File: src/rtl/acc_alu_pkg.sv
package acc_alu_pkg;

  typedef enum logic [3:0] {
    OP_ADD8  = 4'd0,
    OP_ADC8  = 4'd1,
    OP_SUB8  = 4'd2,
    OP_SBC8  = 4'd3,
    OP_CP8   = 4'd4,
    OP_NEG8  = 4'd5,
    OP_AND8  = 4'd6,
    OP_OR8   = 4'd7,
    OP_XOR8  = 4'd8,
    OP_ADD16 = 4'd9,
    OP_ADC16 = 4'd10,
    OP_SBC16 = 4'd11,
    OP_AND16 = 4'd12,
    OP_OR16  = 4'd13,
    OP_TST16 = 4'd14,
    OP_RSVD  = 4'd15
  } alu_op_e;

  typedef enum logic [1:0] {
    BW_AND = 2'd0,
    BW_OR  = 2'd1,
    BW_XOR = 2'd2
  } bw_sel_e;

  localparam int FLAG_W  = 4;
  localparam int FLG_C   = 0;
  localparam int FLG_LV  = 1;
  localparam int FLG_Z   = 2;
  localparam int FLG_S   = 3;

endpackage

File: src/rtl/alu_addsub.sv
module alu_addsub #(
  parameter int W = 8
) (
  input  logic [W-1:0] x_i,
  input  logic [W-1:0] y_i,
  input  logic         cb_i,
  input  logic         sub_i,
  output logic [W-1:0] sum_o,
  output logic         cy_o,
  output logic         ov_o
);
  logic [W-1:0] y_eff;
  logic         c_eff;
  logic [W:0]   ext;

  always_comb begin
    y_eff = sub_i ? ~y_i : y_i;
    c_eff = sub_i ? ~cb_i : cb_i;
    ext   = {1'b0, x_i} + {1'b0, y_eff} + {{W{1'b0}}, c_eff};
    sum_o = ext[W-1:0];
    // carry out of an inverted-operand add means "no borrow"
    cy_o  = sub_i ? ~ext[W] : ext[W];
    if (sub_i)
      ov_o = (x_i[W-1] != y_i[W-1]) && (ext[W-1] != x_i[W-1]);
    else
      ov_o = (x_i[W-1] == y_i[W-1]) && (ext[W-1] != x_i[W-1]);
  end
endmodule

File: src/rtl/alu_bitwise.sv
module alu_bitwise
  import acc_alu_pkg::*;
#(
  parameter int W = 16
) (
  input  logic [W-1:0] x_i,
  input  logic [W-1:0] y_i,
  input  bw_sel_e      sel_i,
  output logic [W-1:0] res_o
);
  always_comb begin
    unique case (sel_i)
      BW_AND:  res_o = x_i & y_i;
      BW_OR:   res_o = x_i | y_i;
      BW_XOR:  res_o = x_i ^ y_i;
      default: res_o = '0;
    endcase
  end
endmodule

File: src/rtl/alu_flag_reg.sv
module alu_flag_reg #(
  parameter int FW = 4
) (
  input  logic          clk,
  input  logic          rst,
  input  logic          load_i,
  input  logic [FW-1:0] d_i,
  output logic [FW-1:0] q_o
);
  always_ff @(posedge clk) begin
    if (rst)
      q_o <= '0;
    else if (load_i)
      q_o <= d_i;
  end

  // a load captures exactly the presented flag vector
  assert_capture_R9: assert property (@(posedge clk) disable iff (rst)
    load_i |=> (q_o == $past(d_i)));

  // reset leaves the register clear
  assert_reset_clear_R11: assert property (@(posedge clk)
    rst |=> (q_o == '0));
endmodule

File: src/rtl/acc_alu.sv
module acc_alu
  import acc_alu_pkg::*;
#(
  parameter int NARROW_W = 8,
  parameter int WIDE_W   = 2 * NARROW_W,
  parameter int LV_SPAN  = 4
) (
  input  logic              clk,
  input  logic              rst,
  input  logic [3:0]        op_i,
  input  logic [WIDE_W-1:0] acc_i,
  input  logic [WIDE_W-1:0] opd_i,
  input  logic              cin_i,
  input  logic              flag_we_i,
  output logic [WIDE_W-1:0] result_o,
  output logic [FLAG_W-1:0] flags_o
);
  localparam int PAD_W = WIDE_W - NARROW_W;

  alu_op_e op;
  assign op = alu_op_e'(op_i);

  // byte lane operand steering
  logic [NARROW_W-1:0] n_x, n_y, n_sum;
  logic                n_sub, n_cb, n_cy, n_ov;
  // word lane operand steering
  logic                w_sub, w_cb, w_cy, w_ov;
  logic [WIDE_W-1:0]   w_sum;
  bw_sel_e             bw_sel;
  logic [WIDE_W-1:0]   bw_res;

  always_comb begin
    n_x   = (op == OP_NEG8) ? '0 : acc_i[NARROW_W-1:0];
    n_y   = (op == OP_NEG8) ? acc_i[NARROW_W-1:0] : opd_i[NARROW_W-1:0];
    n_sub = (op == OP_SUB8) || (op == OP_SBC8) || (op == OP_CP8) || (op == OP_NEG8);
    n_cb  = ((op == OP_ADC8) || (op == OP_SBC8)) ? cin_i : 1'b0;
    w_sub = (op == OP_SBC16);
    w_cb  = ((op == OP_ADC16) || (op == OP_SBC16)) ? cin_i : 1'b0;
    unique case (op)
      OP_OR8, OP_OR16: bw_sel = BW_OR;
      OP_XOR8:         bw_sel = BW_XOR;
      default:         bw_sel = BW_AND;
    endcase
  end

  alu_addsub #(.W(NARROW_W)) u_lane_byte (
    .x_i(n_x), .y_i(n_y), .cb_i(n_cb), .sub_i(n_sub),
    .sum_o(n_sum), .cy_o(n_cy), .ov_o(n_ov)
  );

  alu_addsub #(.W(WIDE_W)) u_lane_word (
    .x_i(acc_i), .y_i(opd_i), .cb_i(w_cb), .sub_i(w_sub),
    .sum_o(w_sum), .cy_o(w_cy), .ov_o(w_ov)
  );

  alu_bitwise #(.W(WIDE_W)) u_bitwise (
    .x_i(acc_i), .y_i(opd_i), .sel_i(bw_sel), .res_o(bw_res)
  );

  // result and next-flag selection
  logic [WIDE_W-1:0] res;
  logic              f_s, f_z, f_lv, f_c, upd;

  always_comb begin
    res  = '0;
    f_s  = 1'b0;
    f_z  = 1'b0;
    f_lv = 1'b0;
    f_c  = 1'b0;
    upd  = 1'b1;
    unique case (op)
      OP_ADD8, OP_ADC8, OP_SUB8, OP_SBC8, OP_NEG8: begin
        res  = {{PAD_W{1'b0}}, n_sum};
        f_s  = n_sum[NARROW_W-1];
        f_z  = (n_sum == '0);
        f_lv = n_ov;
        f_c  = n_cy;
      end
      OP_CP8: begin
        res  = {{PAD_W{1'b0}}, acc_i[NARROW_W-1:0]};
        f_s  = n_cy;
        f_z  = (n_sum == '0);
        f_lv = n_ov;
        f_c  = n_cy;
      end
      OP_AND8, OP_OR8, OP_XOR8: begin
        res  = {{PAD_W{1'b0}}, bw_res[NARROW_W-1:0]};
        f_s  = bw_res[NARROW_W-1];
        f_z  = (bw_res[NARROW_W-1:0] == '0);
        f_lv = |bw_res[NARROW_W-1 -: LV_SPAN];
      end
      OP_ADD16, OP_ADC16, OP_SBC16: begin
        res  = w_sum;
        f_s  = w_sum[WIDE_W-1];
        f_z  = (w_sum == '0);
        f_lv = w_ov;
        f_c  = w_cy;
      end
      OP_AND16, OP_OR16: begin
        res  = bw_res;
        f_s  = bw_res[WIDE_W-1];
        f_z  = (bw_res == '0);
        f_lv = |bw_res[WIDE_W-1 -: LV_SPAN];
      end
      OP_TST16: begin
        res  = {{(WIDE_W-1){1'b0}}, |acc_i};
        f_z  = ~|acc_i;
      end
      default: upd = 1'b0;
    endcase
  end

  logic [FLAG_W-1:0] flag_next;
  assign flag_next = {f_s, f_z, f_lv, f_c};
  assign result_o  = res;

  alu_flag_reg #(.FW(FLAG_W)) u_flags (
    .clk(clk), .rst(rst), .load_i(flag_we_i & upd),
    .d_i(flag_next), .q_o(flags_o)
  );

  // no enable, no change
  assert_hold_R9: assert property (@(posedge clk) disable iff (rst)
    !flag_we_i |=> $stable(flags_o));

  // reserved code never disturbs the flags
  assert_reserved_hold_R10: assert property (@(posedge clk) disable iff (rst)
    (op_i == 4'd15) |=> $stable(flags_o));

  // byte add overflow agrees with operand signs and the stored sign
  assert_add_overflow_R1: assert property (@(posedge clk) disable iff (rst)
    (flag_we_i && op_i == 4'd0) |=>
      (flags_o[FLG_LV] == (($past(acc_i[NARROW_W-1]) == $past(opd_i[NARROW_W-1])) &&
                           (flags_o[FLG_S] != $past(acc_i[NARROW_W-1])))));

  // equal compare sets zero and clears carry
  assert_cp_equal_R3: assert property (@(posedge clk) disable iff (rst)
    (flag_we_i && op_i == 4'd4 && acc_i[NARROW_W-1:0] == opd_i[NARROW_W-1:0]) |=>
      (flags_o[FLG_Z] && !flags_o[FLG_C]));

  // logic operations leave carry clear
  assert_logic_carry_R4: assert property (@(posedge clk) disable iff (rst)
    (flag_we_i && (op_i inside {4'd6, 4'd7, 4'd8, 4'd12, 4'd13})) |=>
      !flags_o[FLG_C]);

  // word test yields only 0 or 1
  assert_test_range_R7: assert property (@(posedge clk) disable iff (rst)
    (op_i == 4'd14) |-> (result_o[WIDE_W-1:1] == '0));

  // byte operations keep the upper byte clear
  assert_byte_upper_R8: assert property (@(posedge clk) disable iff (rst)
    (op_i <= 4'd8) |-> (result_o[WIDE_W-1:NARROW_W] == '0));
endmodule

File: config.mk
export PLATFORM = sky130hd
export DESIGN_NAME = acc_alu
export DESIGN_NICKNAME = d
export VERILOG_FILES = /design/src/rtl/acc_alu_pkg.sv /design/src/rtl/alu_addsub.sv /design/src/rtl/alu_bitwise.sv /design/src/rtl/alu_flag_reg.sv /design/src/rtl/acc_alu.sv
export SDC_FILE = /design/constraint.sdc
export NUM_CORES = 1
export LEC_CHECK = 0
export ABC_AREA = 1
export BUFFER_PORTS_ARGS = -buffer_cell sky130_fd_sc_hd__clkbuf_2
export CAP_MARGIN = 0
export CORE_UTILIZATION = 30
export CTS_BUF_LIST = sky130_fd_sc_hd__clkbuf_8
export DETAILED_ROUTE_END_ITERATION = 6
export PLACE_DENSITY = 0.47
export SETUP_SLACK_MARGIN = 0.1
export SLEW_MARGIN = 10
export SYNTH_ARGS = -nofsm -noshare
export SYNTH_HDL_FRONTEND = slang
export SYNTH_SLANG_ARGS = --single-unit
File: constraint.sdc
create_clock -name clk -period 3.5 [get_ports clk]
set_clock_uncertainty 0.05 [all_clocks]
set_input_delay 0.175 -clock clk [delete_from_list [all_inputs] [get_ports clk]]
set_output_delay 0.175 -clock clk [all_outputs]
set_load 0.02 [all_outputs]
==> flow_summary.ini <==
[status]
status = finished, violations left
violations = DRC

[pwr]
power.internal_uw = 372
power_density_nw_per_um2 = 217
p_sw_uw = 514
clock_power_share_pct = 10.6
peakVddDrop_mv = 0.0758
switching_share_pct = 58.0
pwr-share-comb_pct = 83.6
leakagePower_uw = 0.00250
p_seq_share_pct = 5.8

[grt]
grt_pass1_wl_mm = 19.9
grt_pass1_vias = 3982
overflow = 0
track_usage_pct = 19.8
antenna_found_initial = 0
grt_max_degree = 19

[critical_path]
required_ns = 3.27
critPathLaunchType = input port
worstRegToRegCells = 2
cpPeakStageDelay_ns = 0.42
endpoint_kind = output port
crit_path_end = result_o[4]
critPathKind = in -> out
r2r_slack_ns = 2.80
path_depth = 15
worstReg2RegEnd = u_flags.q_o[2]
regToRegStartpoint = u_flags.q_o[2]
startpoint = op_i[0]
path_cells = clkbuf_2 > inv_2 > nor2_4 > nand2_4 > o21ai_0 > xor2_1 > fa_1 > inv_1 > fa_1 > nand3_1 > nand2_1 > xor2_1 > a221oi_1 > o21ai_0 > clkbuf_2
crit_arrival_ns = 2.88
cp_num_buf_inv = 4
path_max_fanout = 18
critPathTopFamily = adder cells
slowest_stage = fa_1

[place]
placed_area_um2 = 4040
io_buffers = 59
placedCellCount = 851
dpl.hpwl_mm = 10.4
routabilityCongestion = 0.864

[clock_tree]
cts_max_level = 1
numCtsBuffers = 3
numClockSinks = 4
cts_tree = built
clock_latency_ns = 0.21
root_buffer = clkbuf_8
path_clk_slew_ns = 0.03
cts_buffer_depth = 2
post_cts_buffers = 0

[worst_hold_path]
hp-start = rst
worstHoldPathType = in -> reg

[routing]
met3_length_um = 340
via_per_inst = 4.79
drtPass1Iterations = 7
vias = 4088
highest_layer = met4
drc = 8
met1Wirelength_mm = 5.99
route.met2.wl_mm = 5.61
routed_wl_mm = 12.1
drt_iter0_drc = 279
ant_nets = 0
post_drt_wl_per_cell_um = 14.2

[floorplan]
die_h_um = 111
io_pins = 60
die_area_um2 = 12400
start_util_pct = 31.2
placementRows = 39
die_width_um = 111
core_um2 = 11500

[logic_synthesis]
syn-cell-area_um2 = 3590
synth_ff_type = dfxtp_1
synth_cells = 653
synth_edf_count = 0
synth_seq_cells = 4
syn_nets = 751
synth_compound_area_share_pct = 11.4
yosysWarnings = 0
async_reset_ff_share_pct = 0
yosys.area_share.simple_pct = 41.9
muxShareOfSynthArea_pct = 0
ys_seq_area_share_pct = 2.23
synthAdderAreaFrac_pct = 21.1
avgSynthCellArea_um2 = 5.50
ys_types = 41
synth_top_family_by_area = simple AND/OR/NAND/NOR gates
synth_xor_area_share_pct = 8.05

[timing]
fmax_mhz = 322
setup_viol = 0
min_period_over_period_pct = 88.6
tns_ns = 0
finalMaxSlewViolations = 0
rsz0062_at_grt = false
min_period_ns = 3.10
finalHoldViolations = 0
max_slew_margin_pct = 55.9
worstMarginPinSlew_ns = 0.661

[layout]
drive_above_1_share_pct = 13.5
reg_top3 = u_flags.q_o: 4 flops
final_cell_mix = nand2_1 (194), inv_1 (125), nor2_1 (67), clkbuf_2 (59), ha_1 (54)
fillers = 1325
final_cell_count_no_fill = 854
final_common_cell = nand2_1
largest_reg_flops = 4
nets = 811
area_growth_pct = 13.8
regMostFlops = u_flags.q_o
final_area_um2 = 4080
antenna_cells = 0

[flow_run]
drv_cap = 0
## metrics by stage
stage / utilization, % / total power (uW) / setup slack (ns) / hold WS (ns)
after floorplan: - / 569 / 0.389 / 0.194
after global placement: 35.1 / 788 / 0.307 / 0.319
after detailed placement: 35.1 / 788 / 0.270 / 0.321
after CTS: 35.4 / 887 / 0.269 / 0.103
after global routing: 35.5 / 991 / 0.119 / 0.106
final: 35.5 / 886 / 0.399 / 0.104
## power groups by stage
stage	combinational, uW	clock, uW	sequential [uW]
after floorplan	512	0	57.0
after global placement	736	0	52.3
after detailed placement	736	0	52.4
after CTS	740	95.9	51.8
after global routing	838	101	52.2
final	741	93.7	51.7
## worst min-delay path by stage
stage,cells after the start,endpoint
floorplan,1,u_flags.q_o[1]
global placement,2,u_flags.q_o[3]
detailed placement,2,u_flags.q_o[3]
CTS,2,u_flags.q_o[3]
global route,2,u_flags.q_o[3]
finish,2,u_flags.q_o[3]
## what timing repair did
action                                  4_1_cts  5_1_grt
endpoints found under the setup margin        0        2
resized for setup                             0        1
hold buffers                                  0        0
## cell families after synthesis
| family | after synthesis |
|---|---|
| simple gates | 348 |
| buf+inv | 140 |
| compound gates | 70 |
| fa+ha+maj | 58 |
| xor+xnor | 33 |
| flops | 4 |
## layer usage
layer  global-route usage, %  vias to the layer above
met3                    1.09                       10
met2                    34.4                       74
met4                    3.69                        0
li1                        -                     2170
met5                       0                        -
met1                    27.2                     1834
## cell type report
type | instances | area, um2 | area share (%)
Sequential cell | 4 | 80.1 | 1.96
Inverter | 133 | 503 | 12.3
Timing Repair Buffer | 62 | 318 | 7.78
Multi-Input combinational cell | 509 | 2960 | 72.5
Tap cell | 143 | 179 | 4.38
Clock buffer | 3 | 41.3 | 1.01
## synthesized netlist by cell type (2+ instances only)
library cell | instances | area, um2
nor2_1 | 67 | 251
o211ai_1 | 2 | 15.0
o2111ai_1 | 2 | 17.5
nor2_2 | 7 | 43.8
nand4_1 | 8 | 50.1
buf_2 | 2 | 10.0
dfxtp_1 | 4 | 80.1
a21oi_1 | 28 | 140
nand2_4 | 3 | 33.8
nor4_1 | 4 | 25.0
buf_6 | 2 | 22.5
nand3_1 | 49 | 245
ha_1 | 54 | 676
nor3_1 | 3 | 15.0
a22oi_1 | 2 | 15.0
xnor2_1 | 4 | 35.0
a31oi_1 | 2 | 12.5
clkbuf_1 | 2 | 7.51
and2_1 | 2 | 12.5
inv_2 | 6 | 22.5
o21ai_0 | 22 | 110
inv_1 | 125 | 469
o22ai_1 | 4 | 25.0
nand2_1 | 194 | 728
xor2_1 | 29 | 254
fa_1 | 4 | 80.1
nor2_4 | 2 | 22.5
nand2_2 | 6 | 37.5
a22oi_2 | 2 | 25.0
(Power assumes the default switching activity.)
